### src/rtl/lrw_pkg.sv
package lrw_pkg;

    typedef enum logic [1:0] {
        ST_HOLD      = 2'd0,
        ST_OPEN      = 2'd1,
        ST_SEAL_HOLD = 2'd2,
        ST_SEAL_OPEN = 2'd3
    } gate_state_t;

    typedef enum logic [2:0] {
        TGT_NONE = 3'd0,
        TGT_BASE = 3'd1,
        TGT_CTRL = 3'd2,
        TGT_ID   = 3'd3,
        TGT_SYS  = 3'd4,
        TGT_SCR  = 3'd5,
        TGT_RSVD = 3'd6
    } target_t;

    // word indexes inside the decoded 256-byte space
    localparam int unsigned WIDX_BASE = 0;
    localparam int unsigned WIDX_CTRL = 1;
    localparam int unsigned WIDX_ID   = 2;
    localparam int unsigned WIDX_SYS  = 3;
    localparam int unsigned WIDX_SCR0 = 16;
    localparam int unsigned DECODED_BYTES = 256;

endpackage

### src/rtl/lrw_decode.sv
module lrw_decode
    import lrw_pkg::*;
#(
    parameter int unsigned ADDR_W    = 32,
    parameter int unsigned BASE_W    = 16,
    parameter int unsigned SCR_WORDS = 16,
    parameter int unsigned SCR_IW    = 4
) (
    input  logic                lb_valid,
    input  logic [ADDR_W-1:0]   lb_addr,
    input  logic [BASE_W-1:0]   base_q,
    output logic                hit,
    output target_t             tgt,
    output logic [SCR_IW-1:0]   scr_idx
);

    localparam int unsigned OFF_W  = ADDR_W - BASE_W;
    localparam int unsigned LOW_W  = $clog2(DECODED_BYTES);
    localparam int unsigned WORD_W = LOW_W - 2;

    logic [OFF_W-1:0]  offset;
    logic [WORD_W-1:0] word;
    logic [WORD_W-1:0] scr_off;
    logic              in_low;

    assign offset  = lb_addr[OFF_W-1:0];
    assign word    = offset[LOW_W-1:2];
    assign in_low  = (offset[OFF_W-1:LOW_W] == '0);
    assign hit     = lb_valid && (lb_addr[ADDR_W-1:OFF_W] == base_q);
    assign scr_off = word - WORD_W'(WIDX_SCR0);
    assign scr_idx = scr_off[SCR_IW-1:0];

    always_comb begin
        tgt = TGT_NONE;
        if (hit) begin
            tgt = TGT_RSVD;
            if (in_low) begin
                if (word == WORD_W'(WIDX_BASE))      tgt = TGT_BASE;
                else if (word == WORD_W'(WIDX_CTRL)) tgt = TGT_CTRL;
                else if (word == WORD_W'(WIDX_ID))   tgt = TGT_ID;
                else if (word == WORD_W'(WIDX_SYS))  tgt = TGT_SYS;
                else if (32'(word) >= WIDX_SCR0 && 32'(word) < WIDX_SCR0 + SCR_WORDS)
                    tgt = TGT_SCR;
            end
        end
    end

endmodule

### src/rtl/lrw_gate_fsm.sv
module lrw_gate_fsm
    import lrw_pkg::*;
(
    input  logic clk,
    input  logic rst_n,
    input  logic ctrl_wr,
    input  logic ctrl_val,
    input  logic seal_wr,
    input  logic cfg_req,
    output logic retry_en,
    output logic sealed,
    output logic cfg_retry,
    output logic cfg_ack
);

    gate_state_t state_q;
    gate_state_t state_d;

    // state register; reset holds the configuration gate closed
    always_ff @(posedge clk or negedge rst_n) begin
        if (!rst_n) state_q <= ST_HOLD;
        else        state_q <= state_d;
    end

    always_comb begin
        state_d = state_q;
        unique case (state_q)
            ST_HOLD: begin
                if (seal_wr)                  state_d = ST_SEAL_HOLD;
                else if (ctrl_wr && !ctrl_val) state_d = ST_OPEN;
            end
            ST_OPEN: begin
                if (seal_wr)                  state_d = ST_SEAL_OPEN;
                else if (ctrl_wr && ctrl_val) state_d = ST_HOLD;
            end
            ST_SEAL_HOLD: state_d = ST_SEAL_HOLD;
            ST_SEAL_OPEN: state_d = ST_SEAL_OPEN;
            default:      state_d = ST_HOLD;
        endcase
    end

    assign retry_en = (state_q == ST_HOLD) || (state_q == ST_SEAL_HOLD);
    assign sealed   = (state_q == ST_SEAL_HOLD) || (state_q == ST_SEAL_OPEN);

    // output process: answer judged on the hold bit before this edge
    always_ff @(posedge clk or negedge rst_n) begin
        if (!rst_n) begin
            cfg_retry <= 1'b0;
            cfg_ack   <= 1'b0;
        end else begin
            cfg_retry <= cfg_req && retry_en;
            cfg_ack   <= cfg_req && !retry_en;
        end
    end

endmodule

### src/rtl/lrw_regs.sv
module lrw_regs
    import lrw_pkg::*;
#(
    parameter int unsigned     DATA_W    = 32,
    parameter int unsigned     BASE_W    = 16,
    parameter int unsigned     SCR_WORDS = 16,
    parameter int unsigned     SCR_IW    = 4,
    parameter logic [DATA_W-1:0] ID_VALUE = '0
) (
    input  logic                clk,
    input  logic                rst_n,
    input  logic                wr_en,
    input  logic                rd_en,
    input  target_t             tgt,
    input  logic [SCR_IW-1:0]   scr_idx,
    input  logic [DATA_W/8-1:0] be,
    input  logic [DATA_W-1:0]   wdata,
    input  logic                retry_en,
    input  logic                sealed,
    output logic [BASE_W-1:0]   base_q,
    output logic [DATA_W-1:0]   rdata
);

    localparam int unsigned NLANE      = DATA_W / 8;
    localparam int unsigned BASE_LANES = BASE_W / 8;

    logic [DATA_W-1:0] scr_q [SCR_WORDS];
    logic [DATA_W-1:0] rd_mux;

    // window base: lockable, per-lane writes
    for (genvar l = 0; l < BASE_LANES; l++) begin : g_base_lane
        always_ff @(posedge clk or negedge rst_n) begin
            if (!rst_n)
                base_q[8*l +: 8] <= 8'h00;
            else if (wr_en && tgt == TGT_BASE && be[l] && !sealed)
                base_q[8*l +: 8] <= wdata[8*l +: 8];
        end
    end

    // scratch words: unlocked, per-lane writes
    for (genvar w = 0; w < SCR_WORDS; w++) begin : g_scr_word
        for (genvar l = 0; l < NLANE; l++) begin : g_scr_lane
            always_ff @(posedge clk or negedge rst_n) begin
                if (!rst_n)
                    scr_q[w][8*l +: 8] <= 8'h00;
                else if (wr_en && tgt == TGT_SCR && scr_idx == SCR_IW'(w) && be[l])
                    scr_q[w][8*l +: 8] <= wdata[8*l +: 8];
            end
        end
    end

    always_comb begin
        case (tgt)
            TGT_BASE: rd_mux = DATA_W'(base_q);
            TGT_CTRL: rd_mux = DATA_W'(retry_en);
            TGT_ID:   rd_mux = ID_VALUE;
            TGT_SYS:  rd_mux = DATA_W'(sealed);
            TGT_SCR:  rd_mux = scr_q[scr_idx];
            default:  rd_mux = '0;
        endcase
    end

    always_ff @(posedge clk or negedge rst_n) begin
        if (!rst_n)     rdata <= '0;
        else if (rd_en) rdata <= rd_mux;
        else            rdata <= '0;
    end

endmodule

### src/rtl/lrw_aperture_gate.sv
module lrw_aperture_gate
    import lrw_pkg::*;
#(
    parameter int unsigned       ADDR_W    = 32,
    parameter int unsigned       DATA_W    = 32,
    parameter int unsigned       BASE_W    = 16,
    parameter int unsigned       SCR_WORDS = 16,
    parameter logic [DATA_W-1:0] ID_VALUE  = 32'h4C52_0107
) (
    input  logic                clk,
    input  logic                rst_n,
    input  logic                lb_valid,
    input  logic                lb_write,
    input  logic [ADDR_W-1:0]   lb_addr,
    input  logic [DATA_W/8-1:0] lb_be,
    input  logic [DATA_W-1:0]   lb_wdata,
    output logic                lb_claim,
    output logic [DATA_W-1:0]   lb_rdata,
    input  logic                cfg_req,
    output logic                cfg_retry,
    output logic                cfg_ack
);

    localparam int unsigned SCR_IW = (SCR_WORDS > 1) ? $clog2(SCR_WORDS) : 1;

    logic [BASE_W-1:0] base_q;
    logic              hit;
    target_t           tgt;
    logic [SCR_IW-1:0] scr_idx;
    logic              retry_en;
    logic              sealed;
    logic              ctrl_wr;
    logic              seal_wr;
    logic              claim_q;

    lrw_decode #(
        .ADDR_W(ADDR_W), .BASE_W(BASE_W),
        .SCR_WORDS(SCR_WORDS), .SCR_IW(SCR_IW)
    ) u_dec (
        .lb_valid(lb_valid), .lb_addr(lb_addr), .base_q(base_q),
        .hit(hit), .tgt(tgt), .scr_idx(scr_idx)
    );

    assign ctrl_wr = hit && lb_write && (tgt == TGT_CTRL) && lb_be[0];
    assign seal_wr = hit && lb_write && (tgt == TGT_SYS) && lb_be[0] && lb_wdata[0];

    lrw_gate_fsm u_fsm (
        .clk(clk), .rst_n(rst_n),
        .ctrl_wr(ctrl_wr), .ctrl_val(lb_wdata[0]), .seal_wr(seal_wr),
        .cfg_req(cfg_req),
        .retry_en(retry_en), .sealed(sealed),
        .cfg_retry(cfg_retry), .cfg_ack(cfg_ack)
    );

    lrw_regs #(
        .DATA_W(DATA_W), .BASE_W(BASE_W), .SCR_WORDS(SCR_WORDS),
        .SCR_IW(SCR_IW), .ID_VALUE(ID_VALUE)
    ) u_regs (
        .clk(clk), .rst_n(rst_n),
        .wr_en(hit && lb_write), .rd_en(hit && !lb_write),
        .tgt(tgt), .scr_idx(scr_idx), .be(lb_be), .wdata(lb_wdata),
        .retry_en(retry_en), .sealed(sealed),
        .base_q(base_q), .rdata(lb_rdata)
    );

    always_ff @(posedge clk or negedge rst_n) begin
        if (!rst_n) claim_q <= 1'b0;
        else        claim_q <= hit;
    end

    assign lb_claim = claim_q;

endmodule

### config.mk
export PLATFORM = sky130hd
export DESIGN_NAME = lrw_aperture_gate
export DESIGN_NICKNAME = d
export VERILOG_FILES = /design/src/rtl/lrw_pkg.sv /design/src/rtl/lrw_decode.sv /design/src/rtl/lrw_gate_fsm.sv /design/src/rtl/lrw_regs.sv /design/src/rtl/lrw_aperture_gate.sv
export SDC_FILE = /design/constraint.sdc
export NUM_CORES = 1
export LEC_CHECK = 0
export ABC_CLOCK_PERIOD_IN_PS = 4550
export BUFFER_PORTS_ARGS = -buffer_cell sky130_fd_sc_hd__buf_2
export CAP_MARGIN = 40
export CORE_MARGIN = 5
export CORE_UTILIZATION = 28
export DETAILED_ROUTE_END_ITERATION = 6
export GPL_ROUTABILITY_DRIVEN = 0
export GPL_TIMING_DRIVEN = 0
export PLACE_DENSITY = 0.43
export SLEW_MARGIN = 20
export SYNTH_ARGS = -nofsm -noshare
export SYNTH_HDL_FRONTEND = slang
export SYNTH_HIERARCHICAL = 1
export SYNTH_SLANG_ARGS = --single-unit
### constraint.sdc
create_clock -name clk -period 4.55 [get_ports clk]
set_clock_uncertainty 0.2 [all_clocks]
set_input_delay 0.91 -clock clk [delete_from_list [all_inputs] [get_ports clk]]
set_output_delay 0.91 -clock clk [all_outputs]
set_load 0.005 [all_outputs]
==> out/qor.yml <==
worst_setup_path:
  rr_worst_depth: 9
  worstPathRequired_ns: 4.83
  r2r-end: "u_regs/scr_q[369]"
  start_kind: "flip-flop"
  end_kind: "flip-flop"
  cpPeakStageDelay_ns: 0.74
  cp.arrival_ns: 4.65
  worstSetupPathType: "reg2reg"
  r2r-start: "u_regs/base_q[14]"
  cp_top_family: "simple AND/OR/NAND/NOR gates"
  critical_path_buf_inv_count: 1
  cp_max_fo: 10
  cpMostUsedCell: "nor4_2"
  crit_start: "u_regs/base_q[14]"
  crit_chain: "xor2_1, nor4_2, nand4_2, nor4_2, and4b_4, nand2_1, buf_4, nor2_2, mux2_2"
  cp_slowest_cell: "nor4_2"
  r2r_slack_ns: 0.18
run:
  maxCapViolations: 0
detailed_routing:
  drc: 0
  drt_pass1_iterations: 5
  dr_total_vias: 15000
  post_drt_wl_per_cell_um: 25.2
  initialDrtViolationCount: 785
  vias_per_cell: 4.80
  ant_nets: 0
  routed_wl_um: 78900
yosys:
  synth-seq-cells: 565
  syn-num-nets: 1702
  syn_inst: 1629
  synth_top_area_share_pct: 54.4
  avgSynthCellArea_sq_um: 16.0
  ys_types: 52
  synth_top_area_cell: "dfrtp_1"
  synth_area_sq_mm: 0.0260
  seq_area_frac_synth_pct: 54.4
  yosysWarnings: 6
  ys_top_cells_by_area: "dfrtp_1, mux2_2, mux4_2, mux2i_1, mux2_4"
layout:
  final_util_pct: 33.4
  area_growth_syn_to_layout_pct: 18.1
  final_cell_area_sq_mm: 0.0307
  layout-drive-gt1-share_pct: 53.2
  final_nets: 1900
clock_tree:
  htree_levels: 3
  clk_pin_slew_ns: 0.06
  ctsHoldBuffers: 0
  cts.repair.resized: 0
  cts_buffers: 67
  cts_tree: "yes"
  cts.path.max_buffers: 3
  ctsRootBufferMaster: "clkbuf_16"
  clock_sinks: 565
  clkLatencyLatePin_ns: 0.60
  cts_setup_buffers: 0
sta:
  hold_ws_ns: 0.0479
  setup_viol: 0
  fmax_ghz: 0.229
  worstMarginPinSlew_ns: 0.835
  maxSlewViolCount: 0
  hold_viol: 0
  fin_crit_sh_pct: 96.0
  setup_slack_ns: 0.180
  maxSlewHeadroom_pct: 44.3
  rsz0062_at_grt: "no"
  finalSetupTns_ns: 0
  fin_crit_ns: 4.37
floorplan:
  dieArea_sq_mm: 0.0991
  die_width_um: 315
  dieHeight_um: 315
  initial_utilization_pct: 28.3
  core-area_sq_mm: 0.0919
  io_pins: 108
  core.rowCount: 111
placement:
  dp_hpwl_um: 54300
  dpl_worst_slack_ns: -0.307
  placed_area_sq_mm: 0.0285
  port_buffers: 102
global_route:
  grt_overflow_total: 0
  antenna_found_initial: 8
  grt_pass1_wl_um: 117000
  grt_pass1_vias: 16700
  grt.total_usage_pct: 16.0
  grt_max_degree: 94
power_and_ir_drop:
  p_per_area_mw_per_mm2: 357
  p_leak_uw: 0.0149
  peakVddDrop_mv: 0.229
min_path:
  hp-class: "in2async"
outcome:
  run_status: "completed"
## cell type report
class	count	area, sq um
Fill cell	9084	61200
Sequential cell	565	14100
Multi-Input combinational cell	963	11300
Clock buffer	109	2100
Tap cell	1243	1560
Timing Repair Buffer	129	911
Buffer	98	556
Clock inverter	8	119
Antenna cell	6	15.0
Inverter	3	11.3
## through the flow
stage / cells / power, uW
detailed placement: 2999 / 5640
floorplan: 1629 / 5330
finish: 3124 / 11000
CTS: 3116 / 11200
global placement: 2974 / 5610
global route: 3119 / 11400
## cells by family (layout without fill, tap and decap cells)
logic type | after synthesis | count (layout) | share of synthesized area [%]
xor+xnor | 17 | 17 | 0.572
compound gates | 73 | 73 | 1.93
buf+inv | 101 | 347 | 2.17
simple gates | 160 | 160 | 4.93
flops | 565 | 565 | 54.4
mux | 713 | 713 | 36.0
other cells | 0 | 6 | 0
## Yosys cell counts (all sizes together)
cell type and count:
nand2 24, nand3 22, nand3b 2, and3 1, o21ai 17, dfrtp 565, and2b 1, a22oi 18
nor3b 2, and4b 1, a21oi 2, xor2 15, nor3 11, nand4 6, mux2i 71, nor4 5
nor2 53, or2 2, and2 3, nand4b 2, mux2 528, buf 50, o22ai 10, xnor2 2
and3b 1, mux4 114, clkbuf 48, o211ai 14, inv 3, nand2b 17, and4bb 1, a32oi 12
nor2b 6
## worst register-to-register path, delay by kind of cell, from the launching register on
kind	cells	cell delay, ns
and+or+nand+nor	6	2.61
DFF	1	0.47
muxes	1	0.42
buffers and inverters	1	0.32
xor gates and xnor gates	1	0.22
## state kept, by name, indices dropped and copies added, names as in the netlist
register and flops:
lb_claim 1, u_fsm/cfg_ack 1, u_fsm/cfg_retry 1, u_regs/base_q 16
u_fsm/state_q 2, u_regs/scr_q 512, u_regs/rdata 32
## placed cells by master, fill, tap and decap left out, types with 10 or more instances in the layout
cell / n
nand2_1: 23
nor2_8: 10
xor2_1: 15
a22oi_1: 18
nor2_2: 34
mux2_2: 488
buf_2: 126
clkbuf_1: 66
dfrtp_1: 565
nand3_4: 10
nand2b_1: 17
clkbuf_8: 19
mux2_4: 40
buf_4: 19
o22ai_1: 10
o211ai_1: 14
clkbuf_16: 71
buf_6: 19
nor3_1: 10
mux2i_1: 71
o21ai_0: 17
a32oi_1: 12
mux4_2: 114
## routing by layer
metal	up-vias	global-route usage (%)	share of wire [%]
met5	-	0	0.020
met4	4	3.58	2.0
met3	96	3.14	3.8
met2	261	25.7	47
met1	8117	22.7	48
li1	6502	-	-
## report_power, final
group	internal, uW	switching, uW
logic	139	368
registers	5030	0.172
clock network	3310	2110
## worst max path at each step
stage	endpoint	cells after the start
floorplan	u_regs/scr_q[168]	10
global placement	u_regs/scr_q[202]	1
detailed placement	u_regs/scr_q[381]	10
CTS	u_regs/scr_q[376]	9
global route	u_regs/scr_q[375]	9
finish	u_regs/scr_q[369]	9
(Power assumes the default switching activity.)
